**config.mk**
```make
export PLATFORM = sky130hd
export DESIGN_NAME = disp_pos_irq
export DESIGN_NICKNAME = d
export VERILOG_FILES = /design/src/rtl/disp_pos_irq.sv
export SDC_FILE = /design/constraint.sdc
export NUM_CORES = 2
export LEC_CHECK = 0
export BUFFER_PORTS_ARGS = -buffer_cell sky130_fd_sc_hd__clkbuf_2
export CAP_MARGIN = 30
export CORE_MARGIN = 3
export CORE_UTILIZATION = 35
export DETAILED_ROUTE_END_ITERATION = 10
export SETUP_SLACK_MARGIN = 0.2
export SLEW_MARGIN = 20
export SYNTH_ARGS = -nofsm -noshare
export SYNTH_HDL_FRONTEND = slang
export SYNTH_SLANG_ARGS = --single-unit
```
**constraint.sdc**
```tcl
create_clock -name clk -period 151.9 [get_ports clk]
set_input_delay 30.38 -clock clk [delete_from_list [all_inputs] [get_ports clk]]
set_output_delay 30.38 -clock clk [all_outputs]
set_load 0.02 [all_outputs]
```
**src/rtl/disp_pos_irq.sv**
```systemverilog
module disp_pos_irq #(
  parameter int NCH    = 4,
  parameter int CNT_W  = 11,
  parameter int HW_W   = 10,
  parameter int TICK_W = 16,
  parameter int IDX_W  = 12,
  localparam int CH_W  = (NCH > 1) ? $clog2(NCH) : 1
) (
  input  logic              clk,
  input  logic              rst_n,
  input  logic              soft_clr,
  input  logic              hl_strobe,
  input  logic              hl_skip,
  input  logic [IDX_W-1:0]  hl_index,
  input  logic [HW_W-1:0]   hl_width,
  input  logic [TICK_W-1:0] line_ticks,
  input  logic [TICK_W-1:0] hl_ticks,
  input  logic              wr_en,
  input  logic [CH_W-1:0]   wr_ch,
  input  logic              wr_hi,
  input  logic [15:0]       wr_data,
  input  logic [CH_W-1:0]   rd_ch,
  input  logic              rd_hi,
  output logic [15:0]       rd_data,
  output logic              irq,
  output logic [IDX_W:0]    vpos,
  output logic [HW_W:0]     hpos
);
  localparam int CW = (CNT_W > HW_W) ? CNT_W : HW_W;
  localparam int LW = (IDX_W + 1 > CNT_W) ? IDX_W + 1 : CNT_W;
  localparam int PW = HW_W + TICK_W;

  logic [CNT_W-1:0] hcnt [NCH];
  logic [CNT_W-1:0] vcnt [NCH];
  logic             mask [NCH];
  logic             stat [NCH];
  logic [NCH-1:0]   stat_v;
  logic [NCH-1:0]   pend;

  logic             eval;
  logic [IDX_W:0]   line_no;
  logic             unused_bits;

  assign eval        = hl_strobe & ~hl_skip;
  assign line_no     = (IDX_W+1)'(hl_index >> 1) + (IDX_W+1)'(1);
  assign vpos        = line_no;
  assign unused_bits = ^wr_data[13:CNT_W];

  for (genvar g = 0; g < NCH; g++) begin : g_ch
    localparam logic [CNT_W-1:0] H_RST = (g == 0) ? CNT_W'(430) : (g == 1) ? CNT_W'(1) : '0;
    localparam logic [CNT_W-1:0] V_RST = (g == 0) ? CNT_W'(263) : (g == 1) ? CNT_W'(1) : '0;
    localparam logic             M_RST = (g < 2);

    logic hit, sel;
    assign hit = eval && (LW'(vcnt[g]) == LW'(line_no))
                      && (hl_index[0] == (CW'(hcnt[g]) > CW'(hl_width)));
    assign sel = wr_en && (wr_ch == CH_W'(g));

    always_ff @(posedge clk or negedge rst_n) begin
      if (!rst_n) begin
        hcnt[g] <= H_RST;
        vcnt[g] <= V_RST;
        mask[g] <= M_RST;
        stat[g] <= 1'b0;
      end else if (soft_clr) begin
        hcnt[g] <= '0;
        vcnt[g] <= '0;
        mask[g] <= 1'b0;
        stat[g] <= 1'b0;
      end else begin
        if (sel && wr_hi) begin
          vcnt[g] <= wr_data[CNT_W-1:0];
          mask[g] <= wr_data[14];
          if (!wr_data[15]) stat[g] <= 1'b0;
        end
        if (sel && !wr_hi) hcnt[g] <= wr_data[CNT_W-1:0];
        if (hit) stat[g] <= 1'b1;
      end
    end

    assign stat_v[g] = stat[g];
    assign pend[g]   = stat[g] & mask[g];
  end

  assign irq = |pend;

  always_comb begin
    if (rd_hi) begin
      rd_data = '0;
      rd_data[15] = stat[rd_ch];
      rd_data[14] = mask[rd_ch];
      rd_data[CNT_W-1:0] = vcnt[rd_ch];
    end else begin
      rd_data = '0;
      rd_data[CNT_W-1:0] = hcnt[rd_ch];
    end
  end

  logic [PW-1:0] prod, quo;
  logic [PW:0]   raw;
  logic [HW_W:0] top;

  assign prod = PW'(hl_width) * PW'(line_ticks);
  assign quo  = (hl_ticks == '0) ? '1 : prod / PW'(hl_ticks);
  assign raw  = (PW+1)'(quo) + (PW+1)'(1);
  assign top  = {hl_width, 1'b0};

  always_comb begin
    if (raw > (PW+1)'(top)) hpos = top;
    else                    hpos = raw[HW_W:0];
    if (hpos == '0)         hpos = (HW_W+1)'(1);
  end
endmodule


```
==> flow_metrics.tcl <==
set metrics [dict create \
    final_max_slew_viol_count 0 \
    status "finished clean" \
    wl_met1_um 40750 \
    synth_top_area_frac 0.1805 \
    clk_pin_slew_ns 0.07 \
    rows 103 \
    setup_tns_ns 0 \
    dr_wl_met2_um 38140 \
    syn_area_um2 28490 \
    period_minus_slack_ns 141.10 \
    dp_hpwl_um 66870 \
    wl_met3_um 3437 \
    cts_tree "yes" \
    antenna_found_initial 4 \
    firstDrtPassIters 6 \
    fmax_ghz 0.007087 \
    crit_top_cell "o21a_1" \
    post_cts_buffers 0 \
    yosys-top-cells-area "ha_1, fa_1, dfrtp_1, nand2_1, a21oi_1" \
    ff2ff_path_depth 16 \
    grt_max_degree 97 \
    period_share 0.9289 \
    cts_inserted_buffers 9 \
    critPathSlowestCell "a21o_1" \
    r2r_end "stat[0]$_DFFE_PN0P_" \
    ys.flop_type "dfrtp_1" \
    die_h_um 291.3 \
    worst_pin_slew_ns 1.029 \
    first_global_vias 26400 \
    finalHoldViolCount 0 \
    crit_path_start_kind "input pin" \
    crit_path_end_kind "output port" \
    worst_r2r_startpoint "hcnt[1]$_DFFE_PN0P_" \
    grt_pass1_wl_um 137900 \
    ys_types 111 \
    area_delta_synth_final_pct 7.018 \
    yosysSeqAreaShare 0.08494 \
    cts-root-buf "clkbuf_16" \
    rsz0062_at_grt "no" \
    fin_util 0.3822 \
    coreArea_um2 79770 \
    totalWireLength_um 83410 \
    yosysTopAreaCell "ha_1" \
    final_cell_mix "nand2_1, ha_1, a21oi_1" \
    viasPerCell 5.622 \
    grt_usage 0.1917 \
    worstPathArrival_ns 110.72 \
    ant_nets 0 \
    layout-drive-gt1-share 0.09832 \
    worstPathRequired_ns 121.52 \
    place.gp.congestion 0.8899 \
    finalSetupViolCount 0 \
    dieArea_um2 84860 \
    cts_resized 0 \
    clk_latency_ns 0.35 \
    cts_max_level 3 \
    avgSynthCellArea_um2 7.515 \
    num_vias 27363 \
    ctsHoldBuffers 0 \
    grt_overflow 0 \
    path_class "input pin to output port" \
    crit_end "hpos[0]" \
    drc 0 \
    maxCapViolCount 0 \
    worst-path-max-fanout 39 \
    hold_path.class "register to register" \
    start_util 0.3571 \
    yosys_register_bits 96 \
    io_buffers 115 \
    relSlewSlack 0.3112 \
    highest_layer "met5" \
    wl_per_cell_um 17.14 \
    drt_iter0_markers 1440 \
    syn_inst 3791 \
    dieWidth_um 291.3 \
    finClkSkew_ns 0.006631 \
    clock_path_buffers 2 \
    startpoint "hl_width[3]" \
    async_flop_share 1.000 \
    ios 123 \
    cp_slowest_stage_delay_ns 0.79 \
    synth_edf_count 0 \
    yosysWarningCount 0 \
    final_common_cell "nand2_1" \
    cts_num_sinks 96 \
    num-nets-final 4412 \
    ff2ff_setup_slack_ns 149.21 \
]
-- synthesized netlist by cell type (34+ instances only) --
| library cell | count |
|---|---|
| nand2_1 | 502 |
| ha_1 | 411 |
| a21oi_1 | 358 |
| nor2_1 | 310 |
| inv_1 | 185 |
| o21ai_0 | 165 |
| xnor2_1 | 161 |
| and2_1 | 114 |
| nor3_1 | 114 |
| fa_1 | 110 |
| o21a_1 | 108 |
| a21o_1 | 106 |
| clkbuf_1 | 105 |
| dfrtp_1 | 82 |
| xor2_1 | 79 |
| nand3_1 | 67 |
| mux2_2 | 57 |
| nand2b_1 | 57 |
| o31ai_1 | 49 |
| nand4_1 | 46 |
| nor2b_1 | 43 |
| a31oi_1 | 39 |
| or3_1 | 34 |
-- per-layer routing --
metal	GRT usage	up-vias
li1	-	13675
met5	0	-
met2	0.3200	574
met3	0.01328	84
met1	0.2746	13026
met4	0.03131	4
-- critical path, delay by kind of cell --
kind,cells,cell delay [ns]
compound gates,174,40.80
xor+xnor,1,0.55
fa+ha+maj,34,12.10
buf+inv,17,3.93
mux,5,1.73
simple gates,91,20.91
-- flip-flops by register name, indices dropped and copies added, names as in the netlist --
signal  cells
hcnt       44
mask        4
vcnt       44
stat        4
-- area by class of cell --
| type | instances | area [µm²] |
|---|---|---|
| diodes | 3 | 7.507 |
| clock buffers | 11 | 242.7 |
| clock inverters | 5 | 81.33 |
| fillers | 8382 | 49280 |
| inverters | 187 | 701.9 |
| multi-input cells | 3357 | 24750 |
| flip-flops and latches | 96 | 2420 |
| well taps | 1050 | 1314 |
| repair buffers | 158 | 968.4 |
-- how the worst min path moves through the flow --
stage | to | cells after the start | from | slack, ns
finish | hcnt[22]$_DFFE_PN1P_ | 2 | hcnt[22]$_DFFE_PN1P_ | 0.48
global route | hcnt[22]$_DFFE_PN1P_ | 2 | hcnt[22]$_DFFE_PN1P_ | 0.49
CTS | hcnt[22]$_DFFE_PN1P_ | 2 | hcnt[22]$_DFFE_PN1P_ | 0.48
detailed placement | hcnt[22]$_DFFE_PN1P_ | 2 | hcnt[22]$_DFFE_PN1P_ | 0.47
global placement | hcnt[22]$_DFFE_PN1P_ | 2 | hcnt[22]$_DFFE_PN1P_ | 0.46
floorplan | hcnt[22]$_DFFE_PN1P_ | 2 | hcnt[22]$_DFFE_PN1P_ | 0.45
-- metrics by stage --
step	hold WS [ns]	std cells	area (µm²)	setup slack [ns]
after floorplan	0.4522	3794	28500	22.91
after global placement	0.4609	4835	29990	12.13
after detailed placement	0.4679	4842	30090	11.85
after CTS	0.4781	4858	30410	11.28
after global routing	0.4916	4864	30480	3.970
final	0.4770	4867	30490	10.80
-- logic make-up (layout without fill, tap and decap cells) --
group | count (synthesis) | count (layout) | share of synthesized area
mux | 116 | 116 | 0.05661
flops | 96 | 96 | 0.08494
fa+ha+maj | 521 | 521 | 0.2578
simple gates | 1422 | 1422 | 0.2384
other cells | 1 | 7 | 0.0001316
compound gates | 1053 | 1053 | 0.2396
xor+xnor | 241 | 241 | 0.07457
buf+inv | 341 | 361 | 0.04787
Power is not shown: default switching activity piles up to over one toggle a cycle in this logic, so the estimate is an artifact.
